`config.mk`:
```
export PLATFORM = sky130hd
export DESIGN_NAME = cmd_fault_shifter
export DESIGN_NICKNAME = d
export VERILOG_FILES = /design/src/rtl/cfs_pkg.sv /design/src/rtl/cfs_sync.sv /design/src/rtl/cfs_edge.sv /design/src/rtl/cfs_shifter.sv /design/src/rtl/cmd_fault_shifter.sv
export SDC_FILE = /design/constraint.sdc
export NUM_CORES = 1
export LEC_CHECK = 0
export ABC_AREA = 1
export BUFFER_PORTS_ARGS = -buffer_cell sky130_fd_sc_hd__buf_2
export CORE_MARGIN = 3
export CORE_UTILIZATION = 45
export CTS_BUF_LIST = sky130_fd_sc_hd__clkbuf_4 sky130_fd_sc_hd__clkbuf_8
export CTS_CLUSTER_SIZE = 28
export DETAILED_ROUTE_END_ITERATION = 8
export HOLD_SLACK_MARGIN = 0.12
export PLACE_DENSITY = 0.66
export SLEW_MARGIN = 20
export SYNTH_ARGS = -nofsm -noshare
export SYNTH_HDL_FRONTEND = slang
export SYNTH_SLANG_ARGS = --single-unit
```
`constraint.sdc`:
```
create_clock -name clk -period 1.8 [get_ports clk]
set_input_delay 0.09 -clock clk [delete_from_list [all_inputs] [get_ports clk]]
set_output_delay 0.09 -clock clk [all_outputs]
set_load 0.05 [all_outputs]
```
`src/rtl/cfs_pkg.sv`:
```
`timescale 1ns/1ps
package cfs_pkg;

  typedef struct packed {
    logic sel_fall;
    logic sel_rise;
    logic clk_rise;
    logic clk_fall;
  } pin_evt_t;

  // Serial clock events count only when select was low on both samples,
  // so they never coincide with a select edge.
  function automatic pin_evt_t find_events(input logic sel_now, input logic sel_prev,
                                           input logic sck_now, input logic sck_prev);
    pin_evt_t e;
    e.sel_fall = sel_prev & ~sel_now;
    e.sel_rise = ~sel_prev & sel_now;
    e.clk_rise = ~sel_now & ~sel_prev & ~sck_prev & sck_now;
    e.clk_fall = ~sel_now & ~sel_prev & sck_prev & ~sck_now;
    return e;
  endfunction

endpackage

```
`src/rtl/cfs_sync.sv`:
```
`timescale 1ns/1ps
module cfs_sync #(
  parameter int WIDTH = 3,
  parameter int STAGES = 2,
  parameter logic [WIDTH-1:0] RST_VAL = '0
) (
  input  logic             clk,
  input  logic             rst_n,
  input  logic [WIDTH-1:0] d_async,
  output logic [WIDTH-1:0] q_sync
);
  for (genvar i = 0; i < WIDTH; i++) begin : g_bit
    logic [STAGES-1:0] chain;
    always_ff @(posedge clk or negedge rst_n) begin
      if (!rst_n) chain <= {STAGES{RST_VAL[i]}};
      else        chain <= {chain[STAGES-2:0], d_async[i]};
    end
    assign q_sync[i] = chain[STAGES-1];
  end
endmodule

```
`src/rtl/cfs_edge.sv`:
```
`timescale 1ns/1ps
module cfs_edge
  import cfs_pkg::*;
(
  input  logic     clk,
  input  logic     rst_n,
  input  logic     sel_s,
  input  logic     sck_s,
  output pin_evt_t evt
);
  logic sel_d, sck_d;

  always_ff @(posedge clk or negedge rst_n) begin
    if (!rst_n) begin
      sel_d <= 1'b1;
      sck_d <= 1'b0;
    end else begin
      sel_d <= sel_s;
      sck_d <= sck_s;
    end
  end

  assign evt = find_events(sel_s, sel_d, sck_s, sck_d);

  AST_EVT_EXCL: assert property (@(posedge clk) disable iff (!rst_n)
    $countones({evt.sel_fall, evt.sel_rise, evt.clk_rise, evt.clk_fall}) <= 1);
endmodule

```
`src/rtl/cfs_shifter.sv`:
```
`timescale 1ns/1ps
module cfs_shifter
  import cfs_pkg::*;
#(
  parameter int CH = 4,
  localparam int CNT_W = $clog2(CH + 1)
) (
  input  logic          clk,
  input  logic          rst_n,
  input  pin_evt_t      evt,
  input  logic          sdi_s,
  input  logic [CH-1:0] fault_in,
  output logic          sdo,
  output logic          sdo_oe,
  output logic [CH-1:0] last_bits,
  output logic          frame_full
);
  logic [CH-1:0]    shreg;
  logic [CNT_W-1:0] nbits;
  logic             sdo_q, oe_q;

  always_ff @(posedge clk or negedge rst_n) begin
    if (!rst_n) begin
      shreg <= '0;
      nbits <= '0;
      sdo_q <= 1'b0;
      oe_q  <= 1'b0;
    end else if (evt.sel_fall) begin
      shreg <= fault_in;
      sdo_q <= fault_in[CH-1];
      oe_q  <= 1'b1;
      nbits <= '0;
    end else if (evt.sel_rise) begin
      oe_q <= 1'b0;
    end else if (evt.clk_rise) begin
      shreg <= {shreg[CH-2:0], sdi_s};
      if (nbits != CNT_W'(CH)) nbits <= nbits + 1'b1;
    end else if (evt.clk_fall) begin
      sdo_q <= shreg[CH-1];
    end
  end

  assign sdo        = sdo_q;
  assign sdo_oe     = oe_q;
  assign last_bits  = shreg;
  assign frame_full = (nbits == CNT_W'(CH));

  AST_OE_ON_FALL: assert property (@(posedge clk) disable iff (!rst_n)
    evt.sel_fall |=> sdo_oe);
  AST_SNAPSHOT: assert property (@(posedge clk) disable iff (!rst_n)
    evt.sel_fall |=> (sdo == $past(fault_in[CH-1])));
  AST_SDO_HOLD: assert property (@(posedge clk) disable iff (!rst_n)
    evt.clk_rise |=> $stable(sdo));
  AST_OE_OFF_RISE: assert property (@(posedge clk) disable iff (!rst_n)
    evt.sel_rise |=> !sdo_oe);
  AST_CNT_BOUND: assert property (@(posedge clk) disable iff (!rst_n)
    nbits <= CNT_W'(CH));
endmodule

```
`src/rtl/cmd_fault_shifter.sv`:
```
`timescale 1ns/1ps
module cmd_fault_shifter
  import cfs_pkg::*;
#(
  parameter int CH = 4,
  parameter int SYNC_STAGES = 2
) (
  input  logic          clk,
  input  logic          rst_n,
  input  logic          sel_n,
  input  logic          ser_clk,
  input  logic          ser_in,
  input  logic [CH-1:0] fault_live,
  output logic          ser_out,
  output logic          ser_out_en,
  output logic [CH-1:0] ctrl_q,
  output logic          fault_rearm
);
  logic          sel_s, sck_s, sdi_s;
  pin_evt_t      evt;
  logic [CH-1:0] last_bits;
  logic          frame_full;
  logic          rearm_q;
  logic [CH-1:0] ctrl_r;

  cfs_sync #(.WIDTH(3), .STAGES(SYNC_STAGES), .RST_VAL(3'b100)) u_sync (
    .clk(clk), .rst_n(rst_n),
    .d_async({sel_n, ser_clk, ser_in}),
    .q_sync({sel_s, sck_s, sdi_s})
  );

  cfs_edge u_edge (
    .clk(clk), .rst_n(rst_n), .sel_s(sel_s), .sck_s(sck_s), .evt(evt)
  );

  cfs_shifter #(.CH(CH)) u_shift (
    .clk(clk), .rst_n(rst_n), .evt(evt), .sdi_s(sdi_s), .fault_in(fault_live),
    .sdo(ser_out), .sdo_oe(ser_out_en), .last_bits(last_bits), .frame_full(frame_full)
  );

  always_ff @(posedge clk or negedge rst_n) begin
    if (!rst_n) begin
      ctrl_r  <= '0;
      rearm_q <= 1'b0;
    end else begin
      rearm_q <= evt.sel_rise;
      if (evt.sel_rise && frame_full) ctrl_r <= last_bits;
    end
  end

  assign ctrl_q      = ctrl_r;
  assign fault_rearm = rearm_q;

  AST_CTRL_ONLY_ON_RISE: assert property (@(posedge clk) disable iff (!rst_n)
    !evt.sel_rise |=> $stable(ctrl_q));
  AST_SHORT_FRAME: assert property (@(posedge clk) disable iff (!rst_n)
    (evt.sel_rise && !frame_full) |=> $stable(ctrl_q));
  AST_REARM_SINGLE: assert property (@(posedge clk) disable iff (!rst_n)
    fault_rearm |=> !fault_rearm);
  AST_REARM_CAUSE: assert property (@(posedge clk) disable iff (!rst_n)
    evt.sel_rise |=> fault_rearm);
endmodule

```
==> metrics.yaml, run 1 <==
hold_path.class: "input port to flip-flop"
synth_top_area_frac: 0.495
syn_area_um2: 961
place_inst: 139
async_reset_ff_frac: 1.00
required_ns: 2.03
finClkSkew_ns: 0.00389
grt_pass1_vias: 639
drive_gt1_frac: 0.252
ys_top_cells_by_count: "nand2_1 (25), dfrtp_1 (19), o21ai_1 (10), inv_1 (9), ha_1 (6)"
hold_ws_ns: 0.156
timing.rr.end: "u_shift.last_bits[0]$_DFFE_PN0P_"
die-area_mm2: 0.00273
grtUsageTotal: 0.140
clockBufferDepth: 2
hold_path_end: "u_shift.last_bits[3]$_DFFE_PN0P_"
n_fill_cell: 186
root_buffer: "clkbuf_4"
ys_types: 20
cts_resized: 0
n_antenna_cell: 0
ys_warn_count: 0
yosysMostFrequentCell: "nand2_1"
min_period_ns: 1.61
grt_pass1_wl_um: 2820
clock-sinks: 22
setup_slack_ns: 0.193
p_leak_nw: 0.622
end_kind: "flip-flop"
ir_drop_v: 0.000654
start_util: 0.485
p_per_area_mw_per_mm2: 1200
wl_met1_um: 790
max_cap_violations: 0
cts_max_level: 1
core-area_mm2: 0.00198
hold_violations: 0
tns_ns: 0
fmax_mhz: 622
drtIter0Drc: 13
min_period_over_period: 0.893
cts_buffers: 3
routed_wl_um: 1590
whs_path_depth: 5
r2r-start: "u_sync.g_bit[2].chain[1]$_DFF_PN1_"
insertion_delay_ns: 0.30
ant_nets: 0
path_clk_slew_ns: 0.12
syn2layout_area_growth_pct: 21.2
critPathArrivalTime_ns: 1.84
min_from: "fault_live[3]"
synth_nets: 113
yosysSeqAreaShare: 0.577
status: "finished, final reports clean"
synthCells: 98
cts_tree: "done"
rsz0062_at_grt: "false"
met2_length_um: 725
drt-pass1-iter-count: 4
cp_max_fo: 11
yosysTopAreaCell: "dfrtp_1"
gp_congestion: 0.771
fp.dieH_um: 52.2
ff2ff_path_depth: 7
maxSlewViolCount: 0
startpoint_type: "flip-flop"
via_per_inst: 4.59
final_nets: 139
place_hpwl_um: 1150
dpl_cell_area_mm2: 0.00106
rrSetupSlack_ns: 0.19
postSynthAreaPerCell_um2: 9.81
design_area_mm2: 0.00116
antenna_found_initial: 0
power_mw: 1.40
synth_edf_count: 0
dp_worst_setup_slack_ns: 0.221
vias: 689
final_util: 0.588
finalSetupViolations: 0
final_cells: 150
dr.max_layer_used: "met4"
slew_headroom: 0.686
drcViolationCount: 0
ys_top_cells_by_area: "dfrtp_1 (49%), nand2_1 (9.8%), dfstp_2 (8.2%), ha_1 (7.8%), o21ai_1 (5.2%)"
wl_met3_um: 59
grt_max_degree: 23
ios: 16
die_w_um: 52.2
grt-ovfl-total: 0
io_buffers: 15
crit_type: "flip-flop to flip-flop"
rows: 16
ys.flop_type: "dfrtp_1"
synth.ff_latch_count: 22
worstMarginPinSlew_ns: 0.471
wl_per_cell_um: 10.6
sequential cells by signal, summed over array words and instances (netlist names):
name / cells
u_shift.nbits: 3
u_shift.sdo: 1
u_edge.sck_d: 1
u_shift.sdo_oe: 1
ctrl_q: 4
fault_rearm: 1
u_edge.sel_d: 1
u_sync.g_bit.chain: 6
u_shift.last_bits: 4
layer usage:
layer	vias to the layer above	global-route usage
met3	2	0.0342
met1	314	0.187
met5	-	0
li1	359	-
met2	14	0.222
met4	0	0.0511
cell type report:
cell class              count  area (µm²)  share of cell area
inverters                  12        46.3              0.0397
well taps                  27        33.8              0.0290
multi-input cells          63         349               0.300
repair buffers             22         145               0.125
flip-flops and latches     22         554               0.476
clock buffers               4        36.3              0.0311
power by group:
group | leakage [nW] | total (mW) | internal (mW) | switching (mW)
combinational | 0.332 | 0.465 | 0.143 | 0.322
sequential | 0.269 | 0.670 | 0.600 | 0.0698
clock | 0.0210 | 0.262 | 0.123 | 0.139
total | 0.622 | 1.40 | 0.866 | 0.531
repair_timing:
action	CTS	global route
setup buffers	0	0
hold buffers	7	0
endpoints found under the hold margin	28	0
worst max-delay path by stage:
stage                                        from                                to  cells after the start
4_1_cts        u_sync.g_bit[2].chain[1]$_DFF_PN1_  u_shift.last_bits[1]$_DFFE_PN0P_                      7
3_3_place_gp   u_sync.g_bit[2].chain[1]$_DFF_PN1_  u_shift.last_bits[1]$_DFFE_PN0P_                      7
6_report       u_sync.g_bit[2].chain[1]$_DFF_PN1_  u_shift.last_bits[0]$_DFFE_PN0P_                      7
5_1_grt        u_sync.g_bit[2].chain[1]$_DFF_PN1_  u_shift.last_bits[0]$_DFFE_PN0P_                      7
2_1_floorplan  u_sync.g_bit[2].chain[1]$_DFF_PN1_  u_shift.last_bits[1]$_DFFE_PN0P_                      5
3_5_place_dp   u_sync.g_bit[2].chain[1]$_DFF_PN1_  u_shift.last_bits[1]$_DFFE_PN0P_                      7
placed cells by master (no fill, tap or decap):
master         count
nand2_1           25
dfrtp_1           19
buf_2             15
o21ai_1           10
inv_1              9
dlygate4sd3_1      7
ha_1               6
nand3_1            5
nor2_1             4
a21oi_1            3
clkbuf_4           3
dfstp_2            3
inv_2              2
nand2_2            2
nand4_1            2
clkinv_2           1
or2_2              1
or2_1              1
o21bai_1           1
nand2_4            1
nand3_2            1
o21ai_2            1
clkbuf_8           1
critical path, stage by stage (launching register included):
cell	delay (ns)
dfstp_2	0.58
inv_1	0.06
ha_1	0.27
inv_2	0.22
nand2_2	0.13
nand2_2	0.15
nand2_1	0.07
o21ai_1	0.07
logic make-up after synthesis:
logic type / Yosys count / synth area share
simple gates: 42 / 0.201
flops: 22 / 0.577
compound gates: 15 / 0.0846
buf+inv: 13 / 0.0599
fa+ha+maj: 6 / 0.0781
(Power assumes the default switching activity.)
==> run 2: changes to the inputs <==
--- a/config.mk
+++ b/config.mk
@@ -14,6 +14,7 @@
 export DETAILED_ROUTE_END_ITERATION = 8
 export HOLD_SLACK_MARGIN = 0.12
 export PLACE_DENSITY = 0.66
+export RECOVER_POWER = 50
 export SLEW_MARGIN = 20
 export SYNTH_ARGS = -nofsm -noshare
 export SYNTH_HDL_FRONTEND = slang
==> metrics.yaml, run 2 (synthesis gave the netlist of run 1 again) <==
fp.dieH_um: 52.2  # unchanged
slew_headroom: 0.245  # -0.441
vias: 688  # -0.15%
grt_max_degree: 23  # unchanged
p_leak_nw: 0.619  # -0.44%
drt-pass1-iter-count: 4  # unchanged
required_ns: 2.03  # about the same
min_period_ns: 1.61  # unchanged
min_from: "fault_live[3]"
p_clk_frac: 0.188  # about the same
end_kind: "flip-flop"
largest_register_ffs: 6  # unchanged
grt-ovfl-total: 0  # unchanged
hold_violations: 0  # unchanged
via_per_inst: 4.59  # -0.15%
seq_power_share: 0.480  # about the same
core-area_mm2: 0.00198  # unchanged
tns_ns: 0  # unchanged
crit_type: "flip-flop to flip-flop"
die-area_mm2: 0.00273  # unchanged
ant_nets: 0  # unchanged
cp_max_fo: 11  # unchanged
antenna_found_initial: 0  # unchanged
critPathArrivalTime_ns: 1.84  # about the same
final_cell_mix: "nand2_1 (25), dfrtp_1 (19), buf_2 (14), o21ai_1 (10), inv_1 (9)"
r2r-start: "u_sync.g_bit[2].chain[1]$_DFF_PN1_"
gp_congestion: 0.771  # unchanged
cts_max_level: 1  # unchanged
clockBufferDepth: 2  # unchanged
finClkSkew_ns: 0.00389  # unchanged
grt_pass1_wl_um: 2820  # unchanged
switching_power_mw: 0.531  # about the same
drcViolationCount: 0  # unchanged
clock-sinks: 22  # unchanged
n_antenna_cell: 0  # unchanged
startpoint_type: "flip-flop"
io_buffers: 15  # unchanged
drive_gt1_frac: 0.244  # -0.00813
dpl_cell_area_mm2: 0.00106  # unchanged
rrSetupSlack_ns: 0.19  # about the same
ir_drop_v: 0.000654  # about the same
ff2ff_path_depth: 7  # unchanged
design_area_mm2: 0.00116  # -0.11%
p_int_mw: 0.865  # about the same
swShare: 0.380  # about the same
comb_power_share: 0.333  # about the same
p_per_area_mw_per_mm2: 1200  # about the same
drtIter0Drc: 13  # unchanged
wl_per_cell_um: 10.6  # unchanged
ios: 16  # unchanged
grt_pass1_vias: 639  # unchanged
layout_commonest_cell: "nand2_1"
rsz0062_at_grt: "false"
path_clk_slew_ns: 0.12  # about the same
whs_path_depth: 5  # unchanged
hold_path_end: "u_shift.last_bits[3]$_DFFE_PN0P_"
grtUsageTotal: 0.140  # unchanged
largest_register: "u_sync.g_bit.chain"
worstMarginPinSlew_ns: 1.13  # +0.661 ns
status: "finished, final reports clean"
die_w_um: 52.2  # unchanged
timing.rr.end: "u_shift.last_bits[0]$_DFFE_PN0P_"
cts_tree: "done"
cts_buffers: 3  # unchanged
max_cap_violations: 0  # unchanged
place_hpwl_um: 1150  # unchanged
finalSetupViolations: 0  # unchanged
insertion_delay_ns: 0.30  # about the same
syn2layout_area_growth_pct: 21.1
routed_wl_um: 1590  # unchanged
post-cts-setup-buffer-count: 0  # unchanged
min_period_over_period: 0.893  # unchanged
rows: 16  # unchanged
hold_path.class: "input port to flip-flop"
n_fill_cell: 187  # +0.54%
root_buffer: "clkbuf_4"
final_nets: 139  # unchanged
start_util: 0.485  # unchanged
maxSlewViolCount: 0  # unchanged
fmax_mhz: 622  # unchanged
-- run 2: cell types whose count changed in the layout (fill, tap and decap cells not counted), sizes merged --
cell	previous run	this run
buf	15	14
clkbuf	4	5
-- run 2: cell type report --
cell class	count	area, µm²	area share
flip-flops and latches	22	554	0.476
multi-input cells	63	349	0.300
repair buffers	22	144	0.124
inverters	12	46.3	0.0398
clock buffers	4	36.3	0.0312
well taps	27	33.8	0.0290
-- run 2: metal layers --
metal,GRT usage,part of all wire,routed length (µm)
met2,0.222,0.46,723
met4,0.0511,0.0063,10
met3,0.0342,0.037,59
met1,0.187,0.50,791
met5,0,0,0
-- run 2: power by group through the flow --
stage	sequential (mW)	combinational, mW	clock, mW
floorplan	0.826	0.200	0
global route	0.685	0.523	0.292
detailed placement	0.681	0.460	0
CTS	0.671	0.474	0.275
finish	0.670	0.465	0.262
global placement	0.678	0.458	0
-- run 2: timing repair --
action                                 4_1_cts  5_1_grt
endpoints found under the hold margin       28        0
hold buffers                                 7        0
resized for setup                            0        0
setup endpoints to repair                    0        0
-- run 2: worst max-delay path by stage --
| stage | start | to | slack, ns | depth (start not counted) |
|---|---|---|---|---|
| 2_1_floorplan | u_sync.g_bit[2].chain[1]$_DFF_PN1_ | u_shift.last_bits[1]$_DFFE_PN0P_ | 0.41 | 5 |
| 3_3_place_gp | u_sync.g_bit[2].chain[1]$_DFF_PN1_ | u_shift.last_bits[1]$_DFFE_PN0P_ | 0.27 | 7 |
| 3_5_place_dp | u_sync.g_bit[2].chain[1]$_DFF_PN1_ | u_shift.last_bits[1]$_DFFE_PN0P_ | 0.22 | 7 |
| 4_1_cts | u_sync.g_bit[2].chain[1]$_DFF_PN1_ | u_shift.last_bits[1]$_DFFE_PN0P_ | 0.20 | 7 |
| 5_1_grt | u_sync.g_bit[2].chain[1]$_DFF_PN1_ | u_shift.last_bits[0]$_DFFE_PN0P_ | 0.06 | 7 |
| 6_report | u_sync.g_bit[2].chain[1]$_DFF_PN1_ | u_shift.last_bits[0]$_DFFE_PN0P_ | 0.19 | 7 |
-- run 2: worst max-delay path, stage by stage (launching register included) --
cell	delay, ns
dfstp_2	0.58
inv_1	0.06
ha_1	0.27
inv_2	0.22
nand2_2	0.13
nand2_2	0.15
nand2_1	0.07
o21ai_1	0.07
-- run 2: through the flow --
stage / total power, mW / hold WS (ns) / setup WS (ns) / instances / utilization
after global placement: 1.14 / 0.0668 / 0.272 / 139 / 0.534
after CTS: 1.42 / 0.151 / 0.199 / 150 / 0.588
final: 1.40 / 0.156 / 0.193 / 150 / 0.587
after floorplan: 1.03 / -0.206 / 0.414 / 98 / -
after detailed placement: 1.14 / 0.0747 / 0.221 / 139 / 0.534
after global routing: 1.50 / 0.187 / 0.0626 / 150 / 0.587
==> run 3: changes to the inputs <==
--- a/config.mk
+++ b/config.mk
@@ -7,6 +7,7 @@
 export LEC_CHECK = 0
 export ABC_AREA = 1
 export BUFFER_PORTS_ARGS = -buffer_cell sky130_fd_sc_hd__buf_2
+export CORE_ASPECT_RATIO = 1.25
 export CORE_MARGIN = 3
 export CORE_UTILIZATION = 45
 export CTS_BUF_LIST = sky130_fd_sc_hd__clkbuf_4 sky130_fd_sc_hd__clkbuf_8
@@ -18,4 +19,5 @@
 export SLEW_MARGIN = 20
 export SYNTH_ARGS = -nofsm -noshare
 export SYNTH_HDL_FRONTEND = slang
+export SYNTH_HIERARCHICAL = 1
 export SYNTH_SLANG_ARGS = --single-unit
==> metrics.yaml, run 3 <==
place_hpwl_um: 1140  # -0.81%
min_period_ns: 1.40  # -0.205 ns
grt_pass1_wl_um: 2820  # unchanged
ys.flop_type: "dfrtp_1"
critPathArrivalTime_ns: 1.65  # -0.19 ns
worstMarginPinSlew_ns: 1.12  # -0.0127 ns
startpoint_type: "flip-flop"
final_cell_mix: "nand2_1 (34), dfrtp_1 (19), inv_1 (15), buf_2 (14), nand3_1 (9)"
rows: 18  # +2
cp_max_fo: 11  # unchanged
insertion_delay_ns: 0.30  # about the same
crit_slowest_cell: "dfstp_2"
drt-pass1-iter-count: 4  # unchanged
ios: 16  # unchanged
start_util: 0.485  # about the same
fmax_mhz: 713  # +15%
n_fill_cell: 176  # -5.9%
ir_drop_v: 0.000590  # -9.8%
final_nets: 148  # +6.5%
largest_register: "u_sync/g_bit.chain"
yosysMostFrequentCell: "nand2_1"
drtIter0Drc: 17  # +4
multi_input_area_um2: 320  # -8.2%
ff2ff_path_depth: 7  # unchanged
drcViolationCount: 0  # unchanged
status: "finished, final reports clean"
cts_tree: "done"
wl_per_cell_um: 10.5  # -0.57%
worstPathCellList: "inv_2 -> nor2_1 -> buf_4 -> nand2_1 -> o21ai_1 -> o21ai_0 -> nand2_1"
grtUsageMet1: 0.169  # -0.0181
grtUsageTotal: 0.143  # +0.00225
antenna_found_initial: 0  # unchanged
cts_resized: 0  # unchanged
p_leak_nw: 0.630  # +1.8%
synth_top_area_frac: 0.489  # -0.00573
ant_nets: 0  # unchanged
ys_warn_count: 6  # +6
die_w_um: 47.6  # -8.9%
syn_area_um2: 972  # +1.2%
clockBufferDepth: 2  # unchanged
max_cap_violations: 0  # unchanged
dp_worst_setup_slack_ns: 0.412  # +0.190 ns
io_buffers: 15  # unchanged
hold_path.class: "flip-flop to flip-flop"
rsz0062_at_grt: "false"
cts_buffers: 3  # unchanged
top_usage_layer: "met2"
async_reset_ff_frac: 1.00  # unchanged
routed_wl_um: 1640  # +3.4%
cpMostUsedCell: "nand2_1"
maxSlewViolCount: 0  # unchanged
drive_gt1_frac: 0.213  # -0.0307
gp_congestion: 0.766  # -0.57%
final_util: 0.583  # -0.00410
yosysTopAreaCell: "dfrtp_1"
cts_max_level: 1  # unchanged
p_per_area_mw_per_mm2: 820  # -32%
gr-usage-met2: 0.238  # +0.0158
finalSetupViolations: 0  # unchanged
fp.dieH_um: 58.0  # +11%
via_per_inst: 4.87  # +6.1%
yosysSeqAreaShare: 0.570  # -0.00668
root_buffer: "clkbuf_4"
hold_ws_ns: 0.360  # +0.203 ns
ys_types: 16  # -20%
setup_slack_ns: 0.398  # +0.205 ns
vias: 759  # +10%
min_period_over_period: 0.779  # -0.114
ys_top_cells_by_area: "dfrtp_1 (49%), nand2_1 (13%), dfstp_2 (8.1%), inv_1 (5.8%), nand3_1 (4.6%)"
synth_edf_count: 0  # unchanged
die-area_mm2: 0.00276  # +1.2%
finClkSkew_ns: 0.00783  # +0.00393 ns
ys_top_cells_by_count: "nand2_1 (34), dfrtp_1 (19), inv_1 (15), nand3_1 (9), nor2_1 (8)"
crit_type: "flip-flop to flip-flop"
hold_violations: 0  # unchanged
syn2layout_area_growth_pct: 20.2
whs_path_depth: 0  # -5
layout_commonest_cell: "nand2_1"
synth_nets: 122  # +8.0%
grt_max_degree: 23  # unchanged
core-area_mm2: 0.00200  # +1.1%
worst_path_largest_cell_delay_ns: 0.55  # -0.03 ns
path_clk_slew_ns: 0.12  # about the same
required_ns: 2.05  # +0.02 ns
slew_headroom: 0.254  # +0.00844
grt-ovfl-total: 0  # unchanged
largest_register_ffs: 6  # unchanged
tns_ns: 0  # unchanged
synth.ff_latch_count: 22  # unchanged
n_antenna_cell: 0  # unchanged
end_kind: "flip-flop"
grt_pass1_vias: 698  # +9.2%
seq_area_um2: 554  # unchanged
synthCells: 111  # +13%
clock-sinks: 22  # unchanged
postSynthAreaPerCell_um2: 8.76  # -11%
grt_use_met3: 0.0280  # -0.00624
==> run 3: cell count changes after synthesis, sizes merged <==
cell / previous run / this run
a21oi: 3 / 0
buf: 1 / 4
clkinv: 1 / 0
ha: 6 / 2
inv: 11 / 17
nand2: 28 / 37
nand3: 6 / 9
nand4: 2 / 3
nor2: 4 / 9
o21ai: 11 / 8
o21bai: 1 / 0
or2: 2 / 0
==> run 3: through the flow <==
step                      total power, mW  instance area (µm²)  cells
after detailed placement            0.691                 1050    144
after floorplan                     0.652                  972    111
after CTS                           0.971                 1170    156
after global routing                 1.01                 1170    156
after global placement              0.689                 1050    144
final                               0.958                 1170    156
==> run 3: power by group <==
part	total (mW)	switching, mW	internal [mW]
clock network	0.264	0.141	0.123
registers	0.556	0.0249	0.531
logic	0.138	0.0869	0.0507
total	0.958	0.253	0.706
==> run 3: layer usage <==
| metal | vias up | routed length, µm |
|---|---|---|
| met3 | 2 | 62 |
| met1 | 352 | 697 |
| met5 | - | 0 |
| met4 | 0 | 16 |
| met2 | 17 | 862 |
| li1 | 388 | - |
==> run 3: layout make-up <==
class / count / share of cell area
Timing Repair Buffer: 25 / 0.145
Multi-Input combinational cell: 68 / 0.274
Tap cell: 20 / 0.0214
Inverter: 17 / 0.0546
Sequential cell: 22 / 0.474
Clock buffer: 4 / 0.0310
==> run 3: path summary, 6_finish.rpt <==
| check | start | end | slack [ns] |
|---|---|---|---|
| worst max-delay path | u_edge/sel_d$_DFF_PN1_ | u_shift/last_bits[1]$_DFFE_PN0P_ | 0.40 |
| worst min-delay path | u_sync/g_bit[1].chain[0]$_DFF_PN0_ | u_sync/g_bit[1].chain[1]$_DFF_PN0_ | 0.36 |
| worst max register to register | u_edge/sel_d$_DFF_PN1_ | u_shift/last_bits[1]$_DFFE_PN0P_ | 0.40 |
| worst min register to register | u_sync/g_bit[1].chain[0]$_DFF_PN0_ | u_sync/g_bit[1].chain[1]$_DFF_PN0_ | 0.36 |
| max in group asynchronous | rst_n | u_edge/sck_d$_DFF_PN0_ | 0.62 |
| min in group asynchronous | rst_n | ctrl_q[3]$_DFFE_PN0P_ | 0.51 |
==> run 3: cells by family (layout without fill, tap and decap cells) <==
kind of cell               count (synthesis)  in the layout  synth area share
and+or+nand+nor                           58             58             0.259
DFF                                       22             22             0.570
buffers and inverters                     21             46             0.100
AOI/OAI and AO/OA                          8              8            0.0450
adders and majority gates                  2              2            0.0257
==> run 3: worst max-delay path, delay by kind of cell (launching register included) <==
kind / cells / cell delay (ns)
flops: 1 / 0.55
compound gates: 2 / 0.15
simple gates: 3 / 0.37
buf+inv: 2 / 0.28
==> run 3: repair_timing <==
item,in CTS,in global routing
buffers inserted,0,0
hold buffers,8,0
endpoints found under the hold margin,29,0
